File: config.mk
export PLATFORM = sky130hd
export DESIGN_NAME = pxc_top
export DESIGN_NICKNAME = d
export VERILOG_FILES = /design/src/rtl/pxc_pkg.sv /design/src/rtl/pxc_depth_ctl.sv /design/src/rtl/pxc_cell.sv /design/src/rtl/pxc_readout.sv /design/src/rtl/pxc_top.sv
export SDC_FILE = /design/constraint.sdc
export NUM_CORES = 1
export LEC_CHECK = 0
export ABC_CLOCK_PERIOD_IN_PS = 27800
export BUFFER_PORTS_ARGS = -buffer_cell sky130_fd_sc_hd__buf_4
export CAP_MARGIN = 5
export CORE_MARGIN = 2
export CORE_UTILIZATION = 48
export CTS_BUF_LIST = sky130_fd_sc_hd__clkbuf_8
export DETAILED_ROUTE_END_ITERATION = 12
export SLEW_MARGIN = 20
export SYNTH_ARGS = -nofsm -noshare
export SYNTH_HDL_FRONTEND = slang
export SYNTH_SLANG_ARGS = --single-unit
File: constraint.sdc
create_clock -name clk -period 27.8 [get_ports clk]
set_clock_uncertainty 0.2 [all_clocks]
set_input_delay 4.17 -clock clk [delete_from_list [all_inputs] [get_ports clk]]
set_output_delay 4.17 -clock clk [all_outputs]
set_load 0.05 [all_outputs]
File: src/rtl/pxc_pkg.sv
package pxc_pkg;
  localparam int unsigned CNT_W = 12;

  typedef enum logic [1:0] {
    DEPTH4   = 2'b00,
    DEPTH8   = 2'b01,
    DEPTH12  = 2'b10,
    DEPTH12B = 2'b11
  } depth_e;

  function automatic logic [CNT_W-1:0] depth_max(input depth_e d);
    case (d)
      DEPTH4:  depth_max = CNT_W'(12'h00F);
      DEPTH8:  depth_max = CNT_W'(12'h0FF);
      default: depth_max = CNT_W'(12'hFFF);
    endcase
  endfunction
endpackage

File: src/rtl/pxc_depth_ctl.sv
module pxc_depth_ctl
  import pxc_pkg::*;
(
  input  logic             clk,
  input  logic             rst_n,
  input  logic             frame_end,
  input  logic [1:0]       depth_req,
  output depth_e           depth_q,
  output logic [CNT_W-1:0] cnt_max
);
  depth_e depth_d;

  always_comb begin
    depth_d = depth_q;
    if (frame_end) depth_d = depth_e'(depth_req);
  end

  always_ff @(posedge clk or negedge rst_n) begin
    if (!rst_n) depth_q <= DEPTH12;
    else if (frame_end) depth_q <= depth_d;
  end

  assign cnt_max = depth_max(depth_q);
endmodule

File: src/rtl/pxc_cell.sv
module pxc_cell
  import pxc_pkg::*;
(
  input  logic             clk,
  input  logic             rst_n,
  input  logic             hit,
  input  logic             frame_end,
  input  logic             ovf_en,
  input  logic [CNT_W-1:0] cnt_max,
  output logic [CNT_W-1:0] live_cnt,
  output logic             live_ovf,
  output logic [CNT_W-1:0] buf_cnt,
  output logic             buf_ovf
);
  logic [CNT_W-1:0] live_d;
  logic             ovf_d;
  logic             live_en;
  logic             at_top;

  assign at_top  = (live_cnt == cnt_max);
  assign live_en = hit | frame_end;

  always_comb begin
    live_d = live_cnt;
    ovf_d  = live_ovf;
    if (frame_end) begin
      live_d = hit ? CNT_W'(1) : '0;
      ovf_d  = 1'b0;
    end else if (hit) begin
      if (!at_top) begin
        live_d = live_cnt + CNT_W'(1);
      end else if (ovf_en) begin
        ovf_d = 1'b1;
      end else begin
        live_d = '0;
      end
    end
  end

  always_ff @(posedge clk or negedge rst_n) begin
    if (!rst_n) begin
      live_cnt <= '0;
      live_ovf <= 1'b0;
    end else if (live_en) begin
      live_cnt <= live_d;
      live_ovf <= ovf_d;
    end
  end

  always_ff @(posedge clk or negedge rst_n) begin
    if (!rst_n) begin
      buf_cnt <= '0;
      buf_ovf <= 1'b0;
    end else if (frame_end) begin
      buf_cnt <= live_cnt;
      buf_ovf <= live_ovf;
    end
  end
endmodule

File: src/rtl/pxc_readout.sv
module pxc_readout
  import pxc_pkg::*;
#(
  parameter int unsigned NPIX = 16,
  localparam int unsigned IW  = $clog2(NPIX)
) (
  input  logic                       clk,
  input  logic                       rst_n,
  input  logic                       rd_req,
  input  logic [IW-1:0]              rd_idx,
  input  logic [NPIX-1:0][CNT_W-1:0] buf_cnt,
  input  logic [NPIX-1:0]            buf_ovf,
  output logic                       rd_valid,
  output logic [CNT_W-1:0]           rd_data,
  output logic                       rd_ovf
);
  logic [CNT_W-1:0] data_d;
  logic             ovf_d;

  always_comb begin
    data_d = buf_cnt[rd_idx];
    ovf_d  = buf_ovf[rd_idx];
  end

  always_ff @(posedge clk or negedge rst_n) begin
    if (!rst_n) rd_valid <= 1'b0;
    else        rd_valid <= rd_req;
  end

  always_ff @(posedge clk or negedge rst_n) begin
    if (!rst_n) begin
      rd_data <= '0;
      rd_ovf  <= 1'b0;
    end else if (rd_req) begin
      rd_data <= data_d;
      rd_ovf  <= ovf_d;
    end
  end
endmodule

File: src/rtl/pxc_top.sv
module pxc_top
  import pxc_pkg::*;
#(
  parameter int unsigned ROWS = 4,
  parameter int unsigned COLS = 4,
  localparam int unsigned NPIX = ROWS * COLS,
  localparam int unsigned RW   = $clog2(ROWS),
  localparam int unsigned CWA  = $clog2(COLS),
  localparam int unsigned IW   = $clog2(NPIX)
) (
  input  logic             clk,
  input  logic             rst_n,
  input  logic [NPIX-1:0]  hit,
  input  logic             frame_end,
  input  logic             ovf_en,
  input  logic [1:0]       depth_req,
  input  logic             rd_req,
  input  logic [RW-1:0]    rd_row,
  input  logic [CWA-1:0]   rd_col,
  output logic             rd_valid,
  output logic [CNT_W-1:0] rd_data,
  output logic             rd_ovf
);
  logic                       rst_meta_n;
  logic                       rst_sync_n;
  depth_e                     depth_q;
  logic [CNT_W-1:0]           cnt_max;
  logic [NPIX-1:0][CNT_W-1:0] live_cnt;
  logic [NPIX-1:0]            live_ovf;
  logic [NPIX-1:0][CNT_W-1:0] buf_cnt;
  logic [NPIX-1:0]            buf_ovf;
  logic [IW-1:0]              rd_idx;

  always_ff @(posedge clk or negedge rst_n) begin
    if (!rst_n) begin
      rst_meta_n <= 1'b0;
      rst_sync_n <= 1'b0;
    end else begin
      rst_meta_n <= 1'b1;
      rst_sync_n <= rst_meta_n;
    end
  end

  pxc_depth_ctl u_depth (
    .clk       (clk),
    .rst_n     (rst_sync_n),
    .frame_end (frame_end),
    .depth_req (depth_req),
    .depth_q   (depth_q),
    .cnt_max   (cnt_max)
  );

  for (genvar p = 0; p < NPIX; p++) begin : g_pix
    pxc_cell u_cell (
      .clk       (clk),
      .rst_n     (rst_sync_n),
      .hit       (hit[p]),
      .frame_end (frame_end),
      .ovf_en    (ovf_en),
      .cnt_max   (cnt_max),
      .live_cnt  (live_cnt[p]),
      .live_ovf  (live_ovf[p]),
      .buf_cnt   (buf_cnt[p]),
      .buf_ovf   (buf_ovf[p])
    );
  end

  assign rd_idx = IW'(rd_row) * IW'(COLS) + IW'(rd_col);

  pxc_readout #(.NPIX(NPIX)) u_rd (
    .clk      (clk),
    .rst_n    (rst_sync_n),
    .rd_req   (rd_req),
    .rd_idx   (rd_idx),
    .buf_cnt  (buf_cnt),
    .buf_ovf  (buf_ovf),
    .rd_valid (rd_valid),
    .rd_data  (rd_data),
    .rd_ovf   (rd_ovf)
  );
endmodule

# Word level (Yosys, flattened, before mapping)

Cells that the tools add are included.

Flip-flop bits (word level): 434
Bits of input ports: 27
Output and inout port bits: 14
Word-level logic and storage cells: 322

$add $sub $neg: 17
Order comparisons: 1
Eq/ne operators: 33
Multiplexer cells: 119
Bitwise logic cells: 16
Reductions and logical operators: 66

Operators with widths:

| operator                                                              | number |
|---|---|
| 12-bit 2-to-1 mux                                                     | 50 |
| 12-bit by 1-bit adder with 12-bit output (second input constant)      | 16 |
| 12-bit == test                                                        | 16 |
| 1-bit 2-to-1 mux                                                      | 66 |
| 2-bit nonzero test                                                    | 33 |
| 4-bit AND reduction                                                   | 16 |
| 12-bit binary-select mux with 4-bit select                            | 1 |
| 3-bit inequality test (second input constant)                         | 16 |
| 3-bit AND reduction                                                   | 16 |
| 12-bit one-hot mux with 2 select lines                                | 1 |
| 1-bit bitwise OR                                                      | 16 |
| 4-bit by 5-bit < comparator with 1-bit output (second input constant) | 1 |
| 4-bit by 2-bit adder with 4-bit output                                | 1 |
| 1-bit binary-select mux with 4-bit select                             | 1 |
| 2-bit by 1-bit == test with 1-bit output (second input constant)      | 1 |
| 2-bit zero test                                                       | 1 |

# Longest topological paths before layout

Gate-level depths: netlist of run 1.

Depth in word-level cells: 6
Gate-level depth with buffers: 9
Gate-level depth less buffers: 6

# By module

Synthesis of run 1 repeated with hierarchy kept, for this count alone.

Cell total of the unflattened synthesis: 2,352
Area, all modules: 26,329.0 um^2

Modules (own cells, without submodules):

| module        | instances | cells an instance | area an instance (um^2) |
|---|---|---|---|
| pxc_cell      | 16        | 137               | 1,495.2 |
| pxc_readout   | 1         | 140               | 2,189.6 |
| pxc_depth_ctl | 1         | 17                | 162.7 |
| pxc_top       | 1         | 3                 | 53.8 |

# Worst setup path after synthesis of run 1

No wires, ideal clock.

Path type: in2reg
From: in rd_col[0]
To: reg u_rd.rd_data[0]
Library setup time: 0.125 ns
Data arrival time: 5.960 ns
Required time: 27.475 ns
Path slack: 21.516 ns
Stages: 5
Cells stage by stage: clkbuf_1 > buf_2 > mux4_2 > mux4_2 > mux2_2

Longest elaborated chain between the ends: 3

RTL lines:

| element                                    | RTL line          | text |
|---|---|---|
| start: declaration                         | pxc_top.sv:19     | `input logic [CWA-1:0] rd_col,` |
| 4-bit by 2-bit adder with 4-bit output     | pxc_top.sv:68     | `assign rd_idx = IW'(rd_row) * IW'(COLS) + IW'(rd_col);` |
| 12-bit binary-select mux with 4-bit select | pxc_readout.sv:21 | `data_d = buf_cnt[rd_idx];` |
| 12-bit 2-to-1 mux (implied by the code)    | pxc_readout.sv:21 |  |
| end signal: assignment                     | pxc_readout.sv:35 | `rd_data <= data_d;` |
| end: declaration                           | pxc_readout.sv:14 | `output logic [CNT_W-1:0] rd_data,` |

No other way between the ends. The select of a mux whose other input is x is not followed.
A chain may end at the register's enable or synchronous reset.

# Worst setup path in the final report of run 1

From: in frame_end
To: reg g_pix[9].u_cell.live_cnt[7]

Longest elaborated chain between the ends: 2

RTL lines:

| element                                                        | RTL line       | text |
|---|---|---|
| start: declaration                                             | pxc_top.sv:14  | `input logic frame_end,` |
| 3-bit inequality test (no source line) (tied with other cells) | n/a            |  |
| 3-bit AND reduction (no source line)                           | n/a            |  |
| end signal: assignment                                         | pxc_cell.sv:45 | `live_cnt <= live_d;` |
| end: declaration                                               | pxc_cell.sv:10 | `output logic [CNT_W-1:0] live_cnt,` |

Several ways; a longest one is shown, not always the timed one.

==> flow_summary.html, run 1 <==
<table>
<tr><th>Metric</th><th>Value</th></tr>
<tr><th colspan="2">Finish</th></tr>
<tr><td>Proportion of layout cells with a drive suffix above 1</td><td>25.4%</td></tr>
<tr><td>Synth-to-layout area growth</td><td>10.4%</td></tr>
<tr><td>Number of nets in the layout</td><td>2059</td></tr>
<tr><td>Number of diodes</td><td>0</td></tr>
<tr><td>Area taken by multi-input logic gates</td><td>11100 um2</td></tr>
<tr><td>Number of fill cells in the layout</td><td>slightly above 4000</td></tr>
<tr><td>Final core occ</td><td>53.7%</td></tr>
<tr><td>Reg area</td><td>between 10000 and 15000 um2</td></tr>
<tr><th colspan="2">Timing</th></tr>
<tr><td>Max-slew violation total from the final report</td><td>0</td></tr>
<tr><td>Period minus WS final</td><td>just over 7 ns</td></tr>
<tr><td>Pin slew with the least headroom to its limit</td><td>1.03 ns</td></tr>
<tr><td>Setup TNS</td><td>0 ns</td></tr>
<tr><td>Worst slew margin</td><td>roughly a third</td></tr>
<tr><td>Number of failing hold endpoints at the final stage</td><td>0</td></tr>
<tr><td>Top achievable clock speed</td><td>approximately 140 MHz</td></tr>
<tr><td>Number of failing setup endpoints in the final timing report</td><td>0</td></tr>
<tr><td>Portion of the clock cycle consumed by the worst path in the final layout</td><td>25.4%</td></tr>
<tr><td>RSZ-0062 raised after global routing</td><td>no</td></tr>
<tr><th colspan="2">Yosys</th></tr>
<tr><td>Warnings, synthesis</td><td>0</td></tr>
<tr><td>Sequential share of the synthesized area</td><td>between 40% and 50%</td></tr>
<tr><td>Most common library cells after synthesis</td><td>sky130_fd_sc_hd__dfrtp_1, sky130_fd_sc_hd__mux2_2, sky130_fd_sc_hd__nand2_1</td></tr>
<tr><td>Net count after synthesis</td><td>between 2000 and 2500</td></tr>
<tr><td>Synth async-reset ratio</td><td>100%</td></tr>
<tr><td>Dominant cell type by area after synthesis</td><td>sky130_fd_sc_hd__dfrtp_1</td></tr>
<tr><td>Synthesized area</td><td>between 20000 and 25000 um2</td></tr>
<tr><td>Number of synthesized flops with an enable pin</td><td>0</td></tr>
<tr><td>Post-synthesis register bit count</td><td>about 430</td></tr>
<tr><td>Yosys top cell area share</td><td>47.7%</td></tr>
<tr><td>Mean cell area of the mapped netlist</td><td>about 11 um2</td></tr>
<tr><td>Most frequent cell after synthesis</td><td>sky130_fd_sc_hd__dfrtp_1</td></tr>
<tr><td>Top cells by area in the synthesized netlist</td><td>sky130_fd_sc_hd__dfrtp_1, sky130_fd_sc_hd__mux2_2, sky130_fd_sc_hd__mux4_2, sky130_fd_sc_hd__nand2_1, sky130_fd_sc_hd__nand3_1</td></tr>
<tr><td>Most used flip-flop cell after synthesis</td><td>sky130_fd_sc_hd__dfrtp_1</td></tr>
<tr><td>Number of cells produced by synthesis</td><td>between 2000 and 2500</td></tr>
<tr><td>Number of distinct library cells after synthesis</td><td>96</td></tr>
<tr><th colspan="2">Drt</th></tr>
<tr><td>Routed wire per std cell</td><td>22.5 um</td></tr>
<tr><td>Overall via count from detail_route</td><td>17000</td></tr>
<tr><td>First-pass detailed-route iteration total</td><td>9</td></tr>
<tr><td>Residual DRC</td><td>3</td></tr>
<tr><td>Total wire length</td><td>just over 60 mm</td></tr>
<tr><td>ANT nets after route</td><td>0</td></tr>
<tr><td>Detail-routed via count per cell</td><td>6.35</td></tr>
<tr><td>Number of design-rule violations left by the first detailed-router iteration</td><td>1566</td></tr>
<tr><th colspan="2">Die</th></tr>
<tr><td>Die Ht</td><td>221 um</td></tr>
<tr><td>Site row count</td><td>79</td></tr>
<tr><td>Chip Width</td><td>around 220 um</td></tr>
<tr><td>Ports</td><td>41</td></tr>
<tr><td>Core box area</td><td>46700 um2</td></tr>
<tr><td>Effective utilization at floorplan</td><td>between 40% and 50%</td></tr>
<tr><td>Die area</td><td>between 40000 and 50000 um2</td></tr>
<tr><th colspan="2">Clock tree</th></tr>
<tr><td>Clock Latency Late Sink</td><td>0.65 ns</td></tr>
<tr><td>H-tree Lvls</td><td>3</td></tr>
<tr><td>Clock root buffer</td><td>sky130_fd_sc_hd__clkbuf_8</td></tr>
<tr><td>TritonCTS clock tree</td><td>yes</td></tr>
<tr><td>Num CTS Buffers</td><td>77</td></tr>
<tr><td># clock sinks</td><td>434</td></tr>
<tr><td>Clock Tree Buf Depth</td><td>3</td></tr>
<tr><td>Setup fix buffers added after clock tree synthesis</td><td>0</td></tr>
<tr><td># resized after CTS</td><td>0</td></tr>
<tr><td>Number of buffers inserted for hold repair after clock tree synthesis</td><td>0</td></tr>
<tr><td>CTS clk-pin slew, worst paths</td><td>roughly 0.06 ns</td></tr>
<tr><th colspan="2">Pwr</th></tr>
<tr><td>Pwr per Cell Area</td><td>56.6 nW/um2</td></tr>
<tr><td>P_int</td><td>~0.0011 W</td></tr>
<tr><td>Sw frac</td><td>around a quarter</td></tr>
<tr><td>Static Leak</td><td>around 11 nW</td></tr>
<tr><td>Relative contribution of combinational cells to total power</td><td>roughly 8.3%</td></tr>
<tr><td>Worst VDD drop</td><td>~0.034 mV</td></tr>
<tr><td>Clock share of power</td><td>around 45%</td></tr>
<tr><td>Power spent charging and discharging nets</td><td>0.000360 W</td></tr>
<tr><td>Relative contribution of sequential cells to total power</td><td>46.8%</td></tr>
<tr><th colspan="2">Placement</th></tr>
<tr><td>HPWL after DPL</td><td>approximately 40 mm</td></tr>
<tr><td>Count of input and output buffers</td><td>40</td></tr>
<tr><td>Weighted congestion reported at the end of routability-driven placement</td><td>about 0.84</td></tr>
<tr><th colspan="2">Global routing</th></tr>
<tr><td>Largest net degree at the start of global routing</td><td>roughly 170</td></tr>
<tr><td>Vias in the first global route</td><td>approximately 16000</td></tr>
<tr><td>First-pass GRT wire length</td><td>a little under 100 mm</td></tr>
<tr><td>Overall track demand over capacity in global routing</td><td>24.7%</td></tr>
<tr><td>Remaining global-route overflow</td><td>0</td></tr>
<tr><td>Antenna violations before repair</td><td>1</td></tr>
<tr><th colspan="2">Critical path</th></tr>
<tr><td>Worst Path Max Fanout</td><td>67</td></tr>
<tr><td>Worst EP required</td><td>roughly 28 ns</td></tr>
<tr><td>Arr. time, crit path</td><td>~7.4 ns</td></tr>
<tr><td>Critical path endpoint category</td><td>register</td></tr>
<tr><td>Launch point of the critical path</td><td>frame_end</td></tr>
<tr><td>Worst R2R Start</td><td>u_depth.depth_q[0]</td></tr>
<tr><td>Kind of critical path</td><td>primary input to register</td></tr>
<tr><td>Startpoint kind of the worst setup timing path</td><td>primary input</td></tr>
<tr><th colspan="2">Min path</th></tr>
<tr><td>Type of the worst min-delay path</td><td>register to asynchronous set/reset pin</td></tr>
<tr><th colspan="2">Status</th></tr>
<tr><td>Failing checks</td><td>design-rule violations</td></tr>
<tr><td>Outcome</td><td>finished, violations left</td></tr>
<tr><th colspan="2">Flow run</th></tr>
<tr><td>Max-cap viol count</td><td>0</td></tr>
</table>
==> cells by family (layout without fill, tap and decap cells) <==
logic type	Yosys count	after routing	share of synthesized area, %
muxes	344	344	20.2
DFF	434	434	47.8
xor gates and xnor gates	14	14	0.540
adders and majority gates	16	16	0.882
and+or+nand+nor	621	621	14.5
AOI/OAI and AO/OA	404	404	12.9
other	1	1	0.0165
buffers and inverters	169	239	3.08
==> cells in the final DEF (no fill, tap or decap), drive strengths merged, types with 14 or more instances in the layout <==
cell,instances
nand3,86
a31oi,58
o32ai,25
ha,16
o22ai,15
nand2b,16
mux2,240
inv,68
a21oi,56
dfrtp,433
or3,18
and3,51
o21ai,76
nand4,49
mux4,65
nor2,114
a22oi,15
nand2,126
buf,56
a311oi,16
a211oi,16
clkbuf,104
or4,35
nor3,48
nor4,18
mux2i,39
nor2b,14
==> worst max-delay path, cell delays in order <==
cell and delay (ns):
sky130_fd_sc_hd__buf_8 0.35, sky130_fd_sc_hd__buf_4 0.68, sky130_fd_sc_hd__buf_4 0.64, sky130_fd_sc_hd__inv_2 0.46, sky130_fd_sc_hd__buf_4 0.46, sky130_fd_sc_hd__o41ai_4 0.17
sky130_fd_sc_hd__nor2_1 0.07, sky130_fd_sc_hd__mux2_2 0.27
==> flip-flops by register name (all words and copies together) (netlist names) <==
register               count
g_pix.u_cell.buf_cnt     192
g_pix.u_cell.buf_ovf      16
g_pix.u_cell.live_cnt    192
g_pix.u_cell.live_ovf     16
rst_meta_n                 1
rst_sync_n                 1
u_depth.depth_q            2
u_rd.rd_data              12
u_rd.rd_ovf                1
u_rd.rd_valid              1
==> metal layers <==
layer | vias to the layer above | part of all wire (%) | global-route usage (%)
met1 | 8695 | 47 | 36.0
met4 | 0 | 3.1 | 8.50
met3 | 120 | 4.8 | 4.40
met2 | 470 | 46 | 37.5
li1 | 7730 | - | -
met5 | - | 0 | 0
==> power by group through the flow <==
stage                     Sequential [W]  Combinational (W)  Clock, W
after floorplan                 0.000679          0.0000764         0
after global placement          0.000675           0.000116         0
after detailed placement        0.000675           0.000118         0
after CTS                       0.000664           0.000118  0.000653
after global routing            0.000665           0.000128  0.000681
final                           0.000664           0.000118  0.000637
==> area by class of cell <==
cell class | count | share of cell area (%)
inverter | 47 | 0.704
tap | 607 | 3.03
multi-input combinational | 1400 | 44.5
timing repair buffer | 56 | 1.81
sequential | 434 | 43.4
clock buffer | 104 | 5.71
clock inverter | 32 | 0.929
==> path summary, 6_finish.rpt <==
check                                                to  slack [ns]  depth (start not counted)
max                         g_pix[9].u_cell.live_cnt[7]       20.74                          8
min                        g_pix[13].u_cell.live_cnt[6]        0.12                          0
max reg2reg                g_pix[12].u_cell.live_cnt[1]       24.68                          6
min reg2reg                g_pix[13].u_cell.live_cnt[6]        0.12                          0
max in group asynchronous                    rst_sync_n       24.18                          1
min in group clk                             rst_sync_n        0.15                          0
==> per-stage QoR <==
step | setup slack, ns | total power [W] | hold slack (ns) | instances | instance area, um2
after floorplan | 14.61 | 0.000755 | 0.131 | 2003 | 22700
after global placement | 20.13 | 0.000791 | 0.133 | 2544 | 23400
after detailed placement | 20.11 | 0.000793 | 0.135 | 2544 | 23400
after CTS | 20.79 | 0.00144 | 0.149 | 2680 | 25100
after global routing | 20.53 | 0.00147 | 0.149 | 2680 | 25100
final | 20.74 | 0.00142 | 0.119 | 2680 | 25100
No activity file was read; power rests on OpenSTA's default activity.
==> run 2: changes to the inputs <==
Settings changed: ABC_CLOCK_PERIOD_IN_PS 27800 to 6100, PLACE_DENSITY set to 0.66.
Clock period 27.8 ns to 6.1 ns, I/O delays scaled along.
==> run 2 against run 1 <==
  * Setup slack got worse by 18 ns
  * The flow still finishes with violations (design-rule violations)
  * Clock power rose to 4.2 times the previous value
  * Flip-flop and latch count did not move
  * Global-route usage rose by 0.095 points
  * Worst hold slack improved by 0.036 ns
  * Highest routed layer is now met5
  * Sequential power rose to 4.6 times the previous value
  * First-iteration DRC count fell by 7.7%
  * Critical path depth fell by 2
  * Via count rose by 0.66%
  * Critical path type is now register to register
  * Final cell count fell by 0.37%
  * Largest cell class unchanged
==> flow_summary.html, run 2 (synthesis gave the netlist of run 1 again) <==
<table>
<tr><th>Metric</th><th>Value</th></tr>
<tr><th colspan="2">Critical path</th></tr>
<tr><td>Worst R2R Start</td><td>u_depth.depth_q[0]</td></tr>
<tr><td>Setup slack of the most critical reg-to-reg path</td><td>2.78 ns (-21.90 ns)</td></tr>
<tr><td>Depth of the most critical reg-to-reg path</td><td>6 (unchanged)</td></tr>
<tr><td>Arr. time, crit path</td><td>3.67 ns (-3.72 ns)</td></tr>
<tr><td>Kind of critical path</td><td>register to register</td></tr>
<tr><td>Capturing element of the worst setup path</td><td>g_pix[0].u_cell.live_cnt[11]</td></tr>
<tr><td>Critical path endpoint category</td><td>register</td></tr>
<tr><td>Startpoint kind of the worst setup timing path</td><td>register</td></tr>
<tr><td>Worst Path Max Fanout</td><td>19 (-72%)</td></tr>
<tr><td>Destination of the worst register-to-register timing path</td><td>g_pix[0].u_cell.live_cnt[11]</td></tr>
<tr><td>Launch point of the critical path</td><td>u_depth.depth_q[0]</td></tr>
<tr><td>Worst EP required</td><td>6.46 ns (-21.66 ns)</td></tr>
<tr><th colspan="2">Die</th></tr>
<tr><td>Effective utilization at floorplan</td><td>48.7% (unchanged)</td></tr>
<tr><td>Chip Width</td><td>221 um (unchanged)</td></tr>
<tr><td>Die area</td><td>49100 um2 (unchanged)</td></tr>
<tr><td>Die Ht</td><td>221 um (unchanged)</td></tr>
<tr><td>Site row count</td><td>79 (unchanged)</td></tr>
<tr><td>Core box area</td><td>46700 um2 (unchanged)</td></tr>
<tr><td>Ports</td><td>41 (unchanged)</td></tr>
<tr><th colspan="2">Clock tree</th></tr>
<tr><td># clock sinks</td><td>434 (unchanged)</td></tr>
<tr><td>Clock Latency Late Sink</td><td>0.64 ns (about the same)</td></tr>
<tr><td>CTS clk-pin slew, worst paths</td><td>0.06 ns (about the same)</td></tr>
<tr><td>Clock root buffer</td><td>sky130_fd_sc_hd__clkbuf_8</td></tr>
<tr><td>Num CTS Buffers</td><td>77 (unchanged)</td></tr>
<tr><td>Number of buffers inserted for hold repair after clock tree synthesis</td><td>2 (+2)</td></tr>
<tr><td>H-tree Lvls</td><td>3 (unchanged)</td></tr>
<tr><td>Clock Tree Buf Depth</td><td>3 (unchanged)</td></tr>
<tr><td>Setup fix buffers added after clock tree synthesis</td><td>0 (unchanged)</td></tr>
<tr><td># resized after CTS</td><td>0 (unchanged)</td></tr>
<tr><td>TritonCTS clock tree</td><td>yes</td></tr>
<tr><th colspan="2">Global routing</th></tr>
<tr><td>Antenna violations before repair</td><td>2 (+1)</td></tr>
<tr><td>Overall track demand over capacity in global routing</td><td>24.8% (+0.095 points)</td></tr>
<tr><td>Largest net degree at the start of global routing</td><td>183 (+11%)</td></tr>
<tr><td>First-pass GRT wire length</td><td>96.0 mm (about the same)</td></tr>
<tr><td>Remaining global-route overflow</td><td>0 (unchanged)</td></tr>
<tr><td>Vias in the first global route</td><td>16300 (-0.83%)</td></tr>
<tr><th colspan="2">Timing</th></tr>
<tr><td>Top achievable clock speed</td><td>approximately 300 MHz</td></tr>
<tr><td>RSZ-0062 raised after global routing</td><td>no</td></tr>
<tr><td>Number of failing hold endpoints at the final stage</td><td>0 (unchanged)</td></tr>
<tr><td>Portion of the clock cycle consumed by the worst path in the final layout</td><td>between 50 and 60%</td></tr>
<tr><td>Final Hold Slack</td><td>0.155 ns (+0.0359 ns)</td></tr>
<tr><td>Setup TNS</td><td>0 ns (unchanged)</td></tr>
<tr><td>Pin slew with the least headroom to its limit</td><td>1.06 ns (+0.0358 ns)</td></tr>
<tr><td>Max-slew violation total from the final report</td><td>0 (unchanged)</td></tr>
<tr><td>Number of failing setup endpoints in the final timing report</td><td>0 (unchanged)</td></tr>
<tr><td>Worst slew margin</td><td>29.1% (-2.4 points)</td></tr>
<tr><td>Period minus WS final</td><td>~3.3 ns</td></tr>
<tr><th colspan="2">Drt</th></tr>
<tr><td>Overall via count from detail_route</td><td>17100 (+0.66%)</td></tr>
<tr><td>ANT nets after route</td><td>0 (unchanged)</td></tr>
<tr><td>Total wire length</td><td>60.7 mm (+0.62%)</td></tr>
<tr><td>Number of design-rule violations left by the first detailed-router iteration</td><td>1445 (-7.7%)</td></tr>
<tr><td>Detail-routed via count per cell</td><td>6.41 (+1.0%)</td></tr>
<tr><td>Routed wire per std cell</td><td>22.8 um (+0.99%)</td></tr>
<tr><td>Residual DRC</td><td>2 (-1)</td></tr>
<tr><td>First-pass detailed-route iteration total</td><td>11 (+2)</td></tr>
<tr><th colspan="2">Finish</th></tr>
<tr><td>Number of nets in the layout</td><td>2058 (-0.049%)</td></tr>
<tr><td>Final core occ</td><td>53.4% (-0.28 points)</td></tr>
<tr><td>Synth-to-layout area growth</td><td>9.81%</td></tr>
<tr><td>Number of diodes</td><td>0 (unchanged)</td></tr>
<tr><td>Final standard cell count with taps included and fillers excluded</td><td>2670 (-0.37%)</td></tr>
<tr><td>Most common library cell in the layout ignoring fill and taps</td><td>sky130_fd_sc_hd__dfrtp_1</td></tr>
<tr><td>Commonest non-fill, non-tap cells in the layout</td><td>sky130_fd_sc_hd__dfrtp_1, sky130_fd_sc_hd__mux2_2, sky130_fd_sc_hd__nand2_1</td></tr>
<tr><td>Proportion of layout cells with a drive suffix above 1</td><td>25.1% (-0.26 points)</td></tr>
<tr><td>Post-route cell area</td><td>24900 um2 (-0.52%)</td></tr>
<tr><td>Registers with the most flip-flops</td><td>g_pix.u_cell.buf_cnt: 192 flops, g_pix.u_cell.live_cnt: 192 flops</td></tr>
<tr><th colspan="2">Flow run</th></tr>
<tr><td>Max-cap viol count</td><td>0 (unchanged)</td></tr>
<tr><th colspan="2">Placement</th></tr>
<tr><td>HPWL after DPL</td><td>40.7 mm (+1.3%)</td></tr>
<tr><td>Placed instance area</td><td>23400 um2 (about the same)</td></tr>
<tr><td>Post-Place Cells</td><td>2540 (-0.16%)</td></tr>
<tr><td>Count of input and output buffers</td><td>40 (unchanged)</td></tr>
<tr><td>Weighted congestion reported at the end of routability-driven placement</td><td>0.890 (+6.6%)</td></tr>
<tr><th colspan="2">Pwr</th></tr>
<tr><td>Static Leak</td><td>10.9 nW (-0.80%)</td></tr>
<tr><td>Pwr per Cell Area</td><td>251 nW/um2 (+340%)</td></tr>
<tr><td>Worst VDD drop</td><td>0.125 mV (+260%)</td></tr>
<tr><th colspan="2">Min path</th></tr>
<tr><td>Type of the worst min-delay path</td><td>register to register</td></tr>
<tr><td>WHS Path Cells</td><td>0</td></tr>
<tr><th colspan="2">Status</th></tr>
<tr><td>Outcome</td><td>finished, violations left</td></tr>
<tr><td>Failing checks</td><td>design-rule violations</td></tr>
</table>
==> run 2: cell type report <==
cell class / count / area (um2)
Multi-Input combinational cell: 1400 / 11100
Tap cell: 607 / 759
Timing Repair Buffer: 55 / 487
Inverter: 47 / 176
Fill cell: 4109 / 21700
Clock buffer: 101 / 1390
Clock inverter: 26 / 110
Sequential cell: 434 / 10900
==> run 2: where the power goes <==
| part | internal [W] | total (W) | switching [W] |
|---|---|---|---|
| combinational | 0.000197 | 0.000539 | 0.000342 |
| sequential | 0.00295 | 0.00303 | 0.0000779 |
| clock | 0.00146 | 0.00268 | 0.00122 |
==> run 2: metal layers <==
metal | global-route usage (%) | wire length, um | up-vias
met1 | 35.5 | 27100 | 8683
met5 | 0 | 32 | -
met2 | 37.5 | 27600 | 614
li1 | - | - | 7708
met4 | 9.83 | 1990 | 4
met3 | 4.69 | 3930 | 118
==> run 2: how the worst min path moves through the flow <==
| stage | startpoint | to |
|---|---|---|
| 2_1_floorplan | rst_meta_n | rst_sync_n |
| 4_1_cts | rst_meta_n | rst_sync_n |
| 3_5_place_dp | rst_sync_n | g_pix[14].u_cell.live_cnt[2] |
| 5_1_grt | rst_meta_n | rst_sync_n |
| 6_report | rst_meta_n | rst_sync_n |
| 3_3_place_gp | rst_sync_n | g_pix[14].u_cell.live_cnt[2] |
==> run 2: critical path, stage by stage, from the launching register on <==
cell and delay, ns:
sky130_fd_sc_hd__dfrtp_1 0.61, sky130_fd_sc_hd__or2_1 0.74, sky130_fd_sc_hd__buf_4 0.36, sky130_fd_sc_hd__mux2_4 0.36, sky130_fd_sc_hd__a31o_4 0.31, sky130_fd_sc_hd__or4_1 0.51, sky130_fd_sc_hd__a21oi_1 0.15
==> run 2: per-stage QoR <==
stage / total power [W] / setup slack [ns]
5_1_grt: 0.00649 / 2.61
6_report: 0.00625 / 2.78
3_3_place_gp: 0.00360 / 2.53
4_1_cts: 0.00630 / 2.78
2_1_floorplan: 0.00344 / 1.65
3_5_place_dp: 0.00361 / 2.48
